--- config.mk ---
export PLATFORM = sky130hd
export DESIGN_NAME = byte_ld_agu
export DESIGN_NICKNAME = d
export VERILOG_FILES = /design/src/rtl/byte_ld_agu.sv
export SDC_FILE = /design/constraint.sdc
export NUM_CORES = 1
export LEC_CHECK = 0
export BUFFER_PORTS_ARGS = -buffer_cell sky130_fd_sc_hd__buf_2
export CAP_MARGIN = 20
export CORE_MARGIN = 2
export CORE_UTILIZATION = 60
export DETAILED_ROUTE_END_ITERATION = 6
export PLACE_DENSITY = 0.86
export SKIP_LAST_GASP = 1
export SYNTH_ARGS = -nofsm -noshare
export SYNTH_HDL_FRONTEND = slang
export SYNTH_SLANG_ARGS = --single-unit
--- constraint.sdc ---
create_clock -name vclk -period 42.8
set_clock_uncertainty 0.1 [all_clocks]
set_input_delay 4.28 -clock vclk [all_inputs]
set_output_delay 4.28 -clock vclk [all_outputs]
set_load 0.02 [all_outputs]
--- src/rtl/byte_ld_agu.sv ---
module byte_ld_agu (
  input  logic [31:0] instr,
  input  logic [31:0] base_a,
  input  logic [31:0] pair_hi,
  input  logic [7:0]  ld_byte,
  output logic [31:0] eff_addr,
  output logic        sign_sel,
  output logic [3:0]  dst_reg,
  output logic        upd_en,
  output logic [3:0]  upd_reg,
  output logic [31:0] upd_val,
  output logic [31:0] ld_data,
  output logic        illegal
);
  typedef enum logic [2:0] {M_ILL, M_POST, M_PRE, M_SHORT, M_LONG, M_ABS, M_BREV, M_CIRC} mode_e;

  wire [7:0]  opc   = instr[7:0];
  wire [5:0]  sub   = instr[27:22];
  wire [3:0]  breg  = instr[15:12];
  wire [9:0]  off10 = {instr[31:28], instr[21:16]};
  wire [15:0] off16 = {instr[27:22], instr[31:28], instr[21:16]};
  wire [17:0] off18 = {instr[15:12], instr[25:22], instr[31:28], instr[21:16]};
  wire [31:0] sx10  = {{22{off10[9]}}, off10};
  wire [31:0] sx16  = {{16{off16[15]}}, off16};
  wire [15:0] idx   = pair_hi[15:0];
  wire [15:0] len   = pair_hi[31:16];

  mode_e mode;
  always_comb begin
    mode = M_ILL;
    case (opc)
      8'h09: case (sub)
        6'h00: mode = M_POST;
        6'h10: mode = M_PRE;
        6'h21: mode = M_SHORT;
        default: mode = M_ILL;
      endcase
      8'h79: mode = M_LONG;
      8'h05: if (instr[27:26] == 2'b01) mode = M_ABS;
      8'h29: if (!breg[0]) begin
        if (sub == 6'h01) mode = M_BREV;
        else if (sub == 6'h12) mode = M_CIRC;
      end
      default: mode = M_ILL;
    endcase
  end

  function automatic logic [15:0] mirror(input logic [15:0] v);
    for (int i = 0; i < 16; i++) mirror[i] = v[15-i];
  endfunction

  logic signed [17:0] csum;
  logic [16:0]        cmod;
  logic [15:0]        cnew;
  always_comb begin
    csum = $signed({2'b00, idx}) + $signed(sx10[17:0]);
    cmod = csum[16:0] % {1'b0, len};
    if (csum < 0)       cnew = csum[15:0] + len;
    else if (len == 0)  cnew = csum[15:0];
    else                cnew = cmod[15:0];
  end

  wire [15:0] bnew = mirror(mirror(idx) + mirror(len));

  always_comb begin
    eff_addr = '0;
    upd_val  = '0;
    sign_sel = 1'b0;
    upd_en   = 1'b0;
    upd_reg  = breg;
    case (mode)
      M_POST:  begin eff_addr = base_a;        upd_val = base_a + sx10; sign_sel = 1'b1; upd_en = 1'b1; end
      M_PRE:   begin eff_addr = base_a + sx10; upd_val = base_a + sx10; sign_sel = 1'b1; upd_en = 1'b1; end
      M_SHORT: eff_addr = base_a + sx10;
      M_LONG:  begin eff_addr = base_a + sx16; sign_sel = 1'b1; end
      M_ABS:   eff_addr = {off18[17:14], 14'b0, off18[13:0]};
      M_CIRC:  begin eff_addr = base_a + {16'b0, idx}; upd_val = {len, cnew}; sign_sel = 1'b1;
                     upd_en = 1'b1; upd_reg = breg | 4'd1; end
      M_BREV:  begin eff_addr = base_a + {16'b0, idx}; upd_val = {len, bnew};
                     upd_en = 1'b1; upd_reg = breg | 4'd1; end
      default: ;
    endcase
  end

  assign illegal = (mode == M_ILL);
  assign dst_reg = instr[11:8];
  assign ld_data = {{24{sign_sel & ld_byte[7]}}, ld_byte};

  always_comb begin
    if (illegal) assert_ill_quiet_R11: assert (!upd_en && eff_addr == 32'd0);
    if (mode == M_POST) assert_post_ea_R2: assert (eff_addr == base_a && upd_reg == breg);
    if (mode == M_PRE) assert_pre_wb_R3: assert (upd_val == eff_addr);
    if (upd_en) assert_upd_legal_R12: assert (!illegal && mode != M_SHORT && mode != M_LONG && mode != M_ABS);
    assert_ext_R10: assert (ld_data[7:0] == ld_byte && (ld_data[31:8] == 24'd0 || ld_data[31:8] == 24'hFFFFFF));
    if (mode == M_CIRC) assert_circ_len_R7: assert (upd_val[31:16] == pair_hi[31:16] && upd_reg[0]);
  end
endmodule

==> results of run 1 <==
[what timing repair did]
item,CTS,global route
setup endpoints to repair,16,16
pin swaps,0,10
buffers inserted,0,19
resized for setup,5,48
gates cloned,0,1
[kinds of logic after synthesis]
group                      share of synthesized area [%]
buffers and inverters                               5.65
xor gates and xnor gates                            9.87
adders and majority gates                           22.0
muxes                                               3.17
AOI/OAI and AO/OA                                   37.6
and+or+nand+nor                                     21.7
[cells in the mapped netlist (7+ instances only)]
| cell type | instances |
|---|---|
| ha_1 | 263 |
| nand2_1 | 202 |
| nor2_1 | 190 |
| a21oi_1 | 169 |
| o21ai_0 | 146 |
| xnor2_1 | 100 |
| a21o_1 | 95 |
| inv_1 | 89 |
| xor2_1 | 75 |
| o21a_1 | 68 |
| nor3_1 | 61 |
| clkbuf_1 | 42 |
| nand3_1 | 39 |
| buf_4 | 38 |
| nor2b_1 | 35 |
| o211ai_1 | 33 |
| nand2b_1 | 30 |
| a31oi_1 | 28 |
| mux2_2 | 28 |
| or3_1 | 27 |
| and3_1 | 26 |
| a222oi_1 | 25 |
| a211oi_1 | 23 |
| o21bai_1 | 20 |
| nand4_1 | 19 |
| a21boi_0 | 17 |
| and2_1 | 15 |
| mux2i_1 | 15 |
| o221ai_1 | 15 |
| o22ai_1 | 14 |
| a221o_1 | 13 |
| o31ai_1 | 13 |
| a22o_1 | 12 |
| a22oi_1 | 11 |
| buf_2 | 11 |
| or2_2 | 11 |
| a31o_2 | 10 |
| nor4_1 | 10 |
| a211o_1 | 8 |
| a41oi_1 | 8 |
| o31a_1 | 8 |
| a221oi_1 | 7 |
| o2111ai_1 | 7 |
| o21ai_1 | 7 |
[path summary, 6_finish.rpt]
check               endpoint        from  cells past startpoint
setup / recovery  upd_val[9]   instr[31]                    138
hold / removal    ld_data[3]  ld_byte[3]                      0
[stage by stage]
| stage | cells | power, W | hold WS, ns |
|---|---|---|---|
| 4_1_cts | 2671 | 0.000697 | 8.46 |
| 3_3_place_gp | 2671 | 0.000682 | 8.46 |
| 3_5_place_dp | 2671 | 0.000691 | 8.46 |
| 5_1_grt | 2693 | 0.000807 | 8.46 |
| 2_1_floorplan | 2206 | 0.000534 | 8.57 |
| 6_report | 2693 | 0.000752 | 8.46 |
[cell type report]
class,instances,area [um^2],area share [%]
multi-input cells,2022,14900,87.3
repair buffers,251,1420,8.31
well taps,330,413,2.42
inverters,89,334,1.95
diodes,1,2.50,0.0146
[placed cells by master (no fill, tap or decap), drive strengths merged, types with 9 or more instances in the layout]
| cell type | instances |
|---|---|
| xor2 | 75 |
| and2 | 16 |
| nor2 | 190 |
| a21oi | 170 |
| o31a | 9 |
| nor3 | 62 |
| a221oi | 9 |
| a21o | 95 |
| o211ai | 37 |
| a21boi | 17 |
| inv | 89 |
| mux2 | 30 |
| and3 | 26 |
| a221o | 13 |
| nand3 | 39 |
| nand4 | 19 |
| a31oi | 28 |
| a222oi | 25 |
| buf | 250 |
| o31ai | 15 |
| xnor2 | 100 |
| a31o | 10 |
| o22ai | 14 |
| ha | 263 |
| a22o | 12 |
| o21a | 69 |
| or3 | 27 |
| nor4 | 10 |
| o21ai | 154 |
| mux2i | 15 |
| a22oi | 12 |
| nand2 | 202 |
| nand2b | 30 |
| nor2b | 36 |
| o21bai | 20 |
| a211oi | 24 |
| o221ai | 16 |
| or2 | 13 |
[layer usage]
| metal | part of all wire [%] | routed length [um] | track usage [%] |
|---|---|---|---|
| met2 | 43 | 27000 | 71.1 |
| met5 | 0 | 0 | 0 |
| met4 | 7.4 | 4620 | 26.1 |
| met1 | 39 | 24300 | 54.5 |
| met3 | 11 | 6790 | 7.33 |
[report_power, final]
part	internal [W]	switching, W
combinational	0.000306	0.000445
clock	0.00000000000312	0
sequential	0	0
total	0.000306	0.000445
==> summary.txt, run 1 <==
Route
  • Post-DRT Antenna Nets: 0
  • Iter 0 DRT Violations: 2092
  • Drt total wl: 62.8 mm
  • TritonRoute pass-1 iters: 7
  • Vias: 19.0k
  • Routed wire length per instance: 23.3 um
  • Drt drc: 0
  • Post-DR vias/cell: 7.05

Placement
  • Area post-placement: 0.0167 mm^2
  • Post-place setup slack: -0.469 ns
  • I/O Buffers: 189
  • Dpl hpwl: roughly 50 mm
  • Gpl congestion: 1.04

Power and ir drop
  • Worst IR Drop VDD: 0.0369 mV
  • Power Dens Cells: 44.0 mW/mm^2
  • Total leakage power: 8.14 nW

Hold path
  • HP Class: in2out

Die
  • Initial Utilization: 61.3%
  • Die area: ~0.027 mm^2
  • CORE AREA: 0.0253 mm^2
  • Die width: 165 um
  • Die Y: 165 um
  • Row count: 58
  • IO Count: 211

Cells and area
  • Finished Cell Area: 0.0171 mm^2
  • Share of layout cells above drive strength 1: 15.7%
  • Fill cells: 2383
  • Clock buffer count: 0
  • Final Util: 67.5%
  • Nets: 2737
  • Area Overhead vs Synth: 10.1%
  • Reg area: 0 um^2
  • Num sequential: 0

Synthesis
  • Post-Syn Nets: 2579
  • Synth warn: 0
  • Post-synth design cell area: 0.0155 mm^2
  • Cells after Synth: 2206
  • Syn avg cell area: around 7 um^2
  • Synth top area share: 21.2%
  • Top cells by area, synth: ha_1 21%, xnor2_1 5.6%, a21oi_1 5.4%, nand2_1 4.9%, o21ai_0 4.7%
  • Yosys cell types: around 100
  • Dominant cell type by area after synthesis: ha_1
  • Register area share after synthesis: 0%

Outcome
  • Outcome: completed

Critical path
  • Critical Path Max Stage Delay: 0.64 ns
  • WS Path Type: in2out
  • Slowest cell on the critical path: or4b_2
  • Crit path launch type: input port
  • Crit end category: output pin
  • WP data required: 38.42 ns
  • Data arrival time of the critical path: ~37 ns
  • Most used cell, CP: ha_1
  • Worst Path Buf+Inv: 13
  • Critical Path Fanout Max: 16
  • Critical path's top delay family: compound AO/OA/AOI/OAI gates

GRT
  • Largest net degree at the start of global routing: 34
  • Total GRT Usage: 43.9%
  • Number of global-route vias before repair: approximately 18k
  • Global-route wire length before repair: between 90 and 100 mm
  • Initial antenna violation count: 2
  • GR Overflow Total: 0

STA
  • Setup TNS: 0 ns
  • Setup WS post-layout: 1.11 ns
  • Fin crit period: between 40 and 50 ns
  • Fin. max-slew vios: 0
  • Final setup violation count: 0
  • Hold Vio Cnt, Final: 0
  • Fmax: about 24 MHz
  • Slew HR: 4.56%
  • Tcrit/Tclk final: 97.4%
  • Worst Max-Slew Pin Slew: roughly 1.4 ns

Clock tree
  • Cts hold-fix bufs: 0

Flow run
  • MaxCap Viol Count: 0
(Power assumes the default switching activity.)
==> inputs of run 2 (changes only) <==
--- a/config.mk
+++ b/config.mk
@@ -5,6 +5,8 @@
 export SDC_FILE = /design/constraint.sdc
 export NUM_CORES = 1
 export LEC_CHECK = 0
+export ABC_AREA = 1
+export ABC_CLOCK_PERIOD_IN_PS = 42800
 export BUFFER_PORTS_ARGS = -buffer_cell sky130_fd_sc_hd__buf_2
 export CAP_MARGIN = 20
 export CORE_MARGIN = 2
==> run 2 against run 1 <==
  * Clock-buffer cell count did not move
  * Power fell by 19%
  * Global-route usage fell by 5.7 points
  * First-iteration DRC count fell by 23%
  * Design area fell by 6.9%
  * Synthesized cell count rose by 14%
  * Die area fell by 5.4%
  * Setup slack improved by 1.5 ns
==> summary.txt, run 2 <==
GRT
  • Largest net degree at the start of global routing: 34
  • GR Overflow Total: 0
  • Number of global-route vias before repair: 16.6k
  • Total GRT Usage: 38.1%
  • Initial antenna violation count: 2
  • Global-route wire length before repair: 80.6 mm

Route
  • Iter 0 DRT Violations: 1606
  • Drt drc: 0
  • TritonRoute pass-1 iters: 6
  • Drt total wl: 52.1 mm
  • Vias: between 15k and 20k
  • Post-DR vias/cell: 5.93
  • Routed wire length per instance: 17.4 um
  • Post-DRT Antenna Nets: 0

Clock tree
  • Cts hold-fix bufs: 0

Synthesis
  • Commonest cells in the netlist: 686 x nand2_1, 379 x inv_1, 263 x ha_1
  • Register area share after synthesis: 0%
  • Syn avg cell area: 5.83 um^2
  • Cell with the most instances after synthesis: nand2_1
  • Cells after Synth: 2516
  • Post-Syn Nets: 2889
  • Top cells by area, synth: ha_1 22%, nand2_1 18%, inv_1 9.7%, a21oi_1 7.3%, xor2_1 6.0%
  • Synth warn: 0
  • Synth top area share: between 20% and 30%
  • Yosys cell types: 71
  • Post-synth design cell area: 0.0147 mm^2
  • Dominant cell type by area after synthesis: ha_1

Placement
  • Post-place setup slack: -0.354 ns
  • I/O Buffers: ~190
  • Gpl congestion: 1.02
  • Dpl hpwl: about 43 mm
  • Dpl cells: 2961

Critical path
  • Crit path from: instr[16]
  • Critical Path Fanout Max: 18
  • WP data required: 38.42 ns
  • Critical path's top delay family: simple AND/OR/NAND/NOR gates
  • Critical Path Max Stage Delay: 0.46 ns
  • Most used cell, CP: nand2_1
  • Slowest cell on the critical path: a2111oi_2
  • WS Path Type: in2out
  • Worst Path Buf+Inv: 37
  • Crit path launch type: input port
  • Crit end category: output pin
  • Data arrival time of the critical path: 35.77 ns

Cells and area
  • Final Util: ~66%
  • Commonest non-fill, non-tap cells in the layout: 685 x nand2_1, 376 x inv_1, 262 x ha_1
  • Clock buffer count: 0
  • Num sequential: 0
  • Nets: approximately 3.0k
  • Most common cell after layout, fill and taps aside: nand2_1
  • Area Overhead vs Synth: 8.55%
  • Share of layout cells above drive strength 1: 13.3%
  • Reg area: 0 um^2
  • Final Non-Filler Cells: between 2k and 3k

Die
  • Initial Utilization: between 60% and 70%
  • Die width: approximately 160 um
  • IO Count: roughly 210
  • Die Y: 160 um
  • CORE AREA: 0.0242 mm^2
  • Die area: 0.0257 mm^2
  • Row count: 57

STA
  • Worst Max-Slew Pin Slew: between 0.9 and 1 ns
  • Tcrit/Tclk final: 93.8%
  • Slew HR: roughly two fifths
  • Setup WS post-layout: approximately 2.7 ns
  • Fin. max-slew vios: 0
  • Final setup violation count: 0
  • Hold Vio Cnt, Final: 0
  • Setup TNS: 0 ns
  • Fin crit period: around 40 ns
  • Fmax: 24.9 MHz

Power and ir drop
  • Total leakage power: roughly 9.4 nW
  • Power Dens Cells: 38.3 mW/mm^2
  • Design Power: ~0.00061 W
  • Worst IR Drop VDD: 0.0220 mV

Hold path
  • Hold path start: instr[11]
  • Hold depth: 0
  • Hold EP: dst_reg[3]
  • HP Class: in2out

Outcome
  • Outcome: completed

Flow run
  • MaxCap Viol Count: 0
## run 2: cell type report
cell class	count	area [um^2]
timing repair buffer	226	1230
tap	324	405
fill	2270	8250
inverter	398	1510
multi-input combinational	2039	12800
antenna	2	5.00
## run 2: repair_timing
action,in CTS,in global routing
hold endpoints to repair,0,0
pin swaps,0,7
gates resized for setup,3,44
setup endpoints to repair,16,16
gates cloned,0,1
buffers inserted,0,24
## run 2: cells by family after synthesis
group,synth area share (%)
buffers and inverters,13.9
and+or+nand+nor,30.9
xor gates and xnor gates,10.1
muxes,0.0682
AOI/OAI and AO/OA,21.7
adders and majority gates,23.2
## run 2: worst max-delay path by stage
| stage | cells after the start | slack [ns] | end |
|---|---|---|---|
| after global routing | 250 | -0.20 | upd_val[15] |
| final | 252 | 2.65 | upd_val[6] |
| after detailed placement | 237 | -0.35 | upd_val[9] |
| after CTS | 246 | 0.12 | upd_val[9] |
| after floorplan | 252 | 5.88 | upd_val[1] |
| after global placement | 241 | 1.10 | upd_val[14] |
## run 2: report_power, final
part / total (W) / internal [W] / switching (W) / leakage (nW)
registers: 0 / 0 / 0 / 0
logic: 0.000610 / 0.000229 / 0.000381 / 9.39
clock network: 0.00000000000627 / 0.00000000000625 / 0 / 0.0000127
total: 0.000610 / 0.000229 / 0.000381 / 9.39
## run 2: per-stage QoR
stage / hold WS (ns) / area (um^2)
floorplan: 8.57 / 14700
global placement: 8.46 / 15600
detailed placement: 8.46 / 15600
CTS: 8.46 / 15600
global route: 8.46 / 15900
finish: 8.46 / 15900
## run 2: layer usage
metal / part of all wire, % / track usage (%)
met5: 0 / 0
met4: 6.9 / 22.5
met3: 9.3 / 5.19
met2: 45 / 65.6
met1: 39 / 45.4
==> inputs of run 3 (changes only) <==
--- a/config.mk
+++ b/config.mk
@@ -6,7 +6,7 @@
 export NUM_CORES = 1
 export LEC_CHECK = 0
 export ABC_AREA = 1
-export ABC_CLOCK_PERIOD_IN_PS = 42800
+export ABC_CLOCK_PERIOD_IN_PS = 37600
 export BUFFER_PORTS_ARGS = -buffer_cell sky130_fd_sc_hd__buf_2
 export CAP_MARGIN = 20
 export CORE_MARGIN = 2
==> constraint.sdc (replaced) <==
create_clock -name vclk -period 37.6
set_clock_uncertainty 0.1 [all_clocks]
set_input_delay 3.76 -clock vclk [all_inputs]
set_output_delay 3.76 -clock vclk [all_outputs]
set_load 0.02 [all_outputs]
==> run 3 against run 2 <==
  * The run now ends with DRC, setup timing left
  * Combinational power grew 53%
  * Hold slack got worse by 1.0 ns
  * Via count grew 10%
  * Die area unchanged
  * Routed wire length is 20% higher
  * Non-clock buffer count is 116 higher
  * Largest cell class unchanged
  * Setup slack worse by 3.2 ns
  * Cell count is 4.0% higher
  * Highest routed layer is now met5
==> summary.txt, run 3 (same netlist as run 2, synthesis figures left out) <==
STA
  • Fmax: 26.2 MHz
  • Slew HR: 26.3%
  • Hold Slack: 7.42 ns
  • Setup WS post-layout: -0.594 ns
  • Tcrit/Tclk final: 102%
  • Fin crit period: 38.19 ns
  • Setup TNS: -8.81 ns
  • Hold Vio Cnt, Final: 0
  • Unrepaired setup endpoints after global routing: true
  • Fin. max-slew vios: 0
  • Worst Max-Slew Pin Slew: 1.10 ns
  • Final setup violation count: 16

Cells and area
  • Area Overhead vs Synth: 27.4%
  • Clock buffer count: 0
  • Nets: 3154
  • Share of layout cells above drive strength 1: a little over a quarter
  • Reg area: 0 um^2
  • Fill cells: 1770
  • Commonest non-fill, non-tap cells in the layout: 573 x nand2_1, 343 x inv_1, 213 x ha_1
  • Num sequential: 0
  • Most common cell after layout, fill and taps aside: nand2_1

Route
  • Top sig layer: met5
  • Drt total wl: around 62 mm
  • WL met2: about 28 mm
  • Drt drc: 2
  • Met3 wire length: 7.26 mm
  • Iter 0 DRT Violations: 2335
  • Post-DR vias/cell: 6.28
  • Routed wire length per instance: 20.1 um
  • Routed length on met1: 22.0 mm
  • Vias: 19.5k
  • Post-DRT Antenna Nets: 0
  • TritonRoute pass-1 iters: 7

Die
  • Die area: 0.0257 mm^2
  • Row count: 57
  • Die Y: approximately 160 um
  • CORE AREA: between 0.02 and 0.025 mm^2
  • Die width: between 150 and 200 um
  • IO Count: between 200 and 250
  • Initial Utilization: 60.7%

Power and ir drop
  • Total leakage power: a little over 10 nW
  • Power Dens Cells: between 40 and 50 mW/mm^2
  • Design Power: slightly above 0.0009 W
  • Worst IR Drop VDD: between 0.04 and 0.05 mV

Critical path
  • WS Path Type: in2out
  • Crit path launch type: input port
  • Data arrival time of the critical path: 34.33 ns
  • Critical Path Fanout Max: 11
  • Critical Path Max Stage Delay: 0.45 ns
  • Most used cell, CP: nand2_2
  • Crit end category: output pin
  • WP data required: 33.74 ns
  • Slowest cell on the critical path: a211oi_4

GRT
  • Global-route wire length before repair: 82.8 mm
  • Largest net degree at the start of global routing: 33
  • Total GRT Usage: between 30 and 40%
  • Initial antenna violation count: 9
  • GR Overflow Total: 0
  • Number of global-route vias before repair: 16.5k

Placement
  • Dpl hpwl: ~43 mm
  • I/O Buffers: approximately 190
  • Gpl congestion: 1.06

Outcome
  • Outcome: finished, violations left
  • Failing checks: DRC, setup timing

Hold path
  • HP Class: in2out
  • Hold depth: 0

Flow run
  • MaxCap Viol Count: 0
-- run 3: cell count changes in the layout (fill, tap and decap cells not counted), moves of 18 or more --
| cell | change |
|---|---|
| a21oi_1 | -25 |
| buf_2 | -18 |
| buf_4 | +99 |
| buf_6 | +31 |
| ha_1 | -49 |
| ha_4 | +45 |
| inv_1 | -33 |
| inv_2 | +28 |
| nand2_1 | -112 |
| nand2_2 | +96 |
| o21ai_0 | -19 |
-- run 3: what timing repair did --
| action | 4_1_cts | 5_1_grt |
|---|---|---|
| cloned | 0 | 1 |
| setup endpoints to repair | 16 | 16 |
| pin swaps | 12 | 208 |
| setup buffers | 11 | 92 |
| hold buffers | 0 | 0 |
| hold endpoints to repair | 0 | 0 |
| resized for setup | 44 | 469 |
-- run 3: worst max-delay path, delay by kind of cell --
kind / cells / cell delay, ns
and+or+nand+nor: 136 / 13.83
adders and majority gates: 18 / 4.91
xor gates and xnor gates: 1 / 0.16
buffers and inverters: 35 / 3.27
AOI/OAI and AO/OA: 59 / 8.31
-- run 3: area by class of cell --
cell class | count | area (um^2) | share of cell area [%]
multi-input combinational | 2039 | 14400 | 77.3
timing repair buffer | 342 | 2290 | 12.2
inverter | 398 | 1540 | 8.22
tap | 324 | 405 | 2.17
antenna | 7 | 17.5 | 0.0937
-- run 3: final timing paths --
| check | slack, ns | endpoint | start |
|---|---|---|---|
| worst max-delay path | -0.59 | upd_val[1] | instr[31] |
| worst min-delay path | 7.42 | dst_reg[3] | instr[11] |
-- run 3: power by group --
| group | internal, W | switching (W) |
|---|---|---|
| clock | 0.0000000000200 | 0 |
| combinational | 0.000374 | 0.000556 |
| sequential | 0 | 0 |
-- run 3: routing by layer --
metal | vias to the layer above | GRT usage [%]
li1 | 8858 | -
met1 | 8745 | 48.2
met2 | 1481 | 69.5
met3 | 457 | 4.26
met4 | 4 | 17.0
met5 | - | 0
-- run 3: per-stage QoR --
| stage | instances | area (um^2) | util [%] | setup slack, ns |
|---|---|---|---|---|
| after floorplan | 2516 | 14700 | - | 1.72 |
| final | 3110 | 18700 | 77.3 | -0.594 |
| after detailed placement | 2999 | 15900 | 65.6 | -1.41 |
| after CTS | 3010 | 16100 | 66.6 | 0.00968 |
| after global placement | 2999 | 15900 | 65.6 | -0.265 |
| after global routing | 3108 | 18700 | 77.3 | -2.16 |
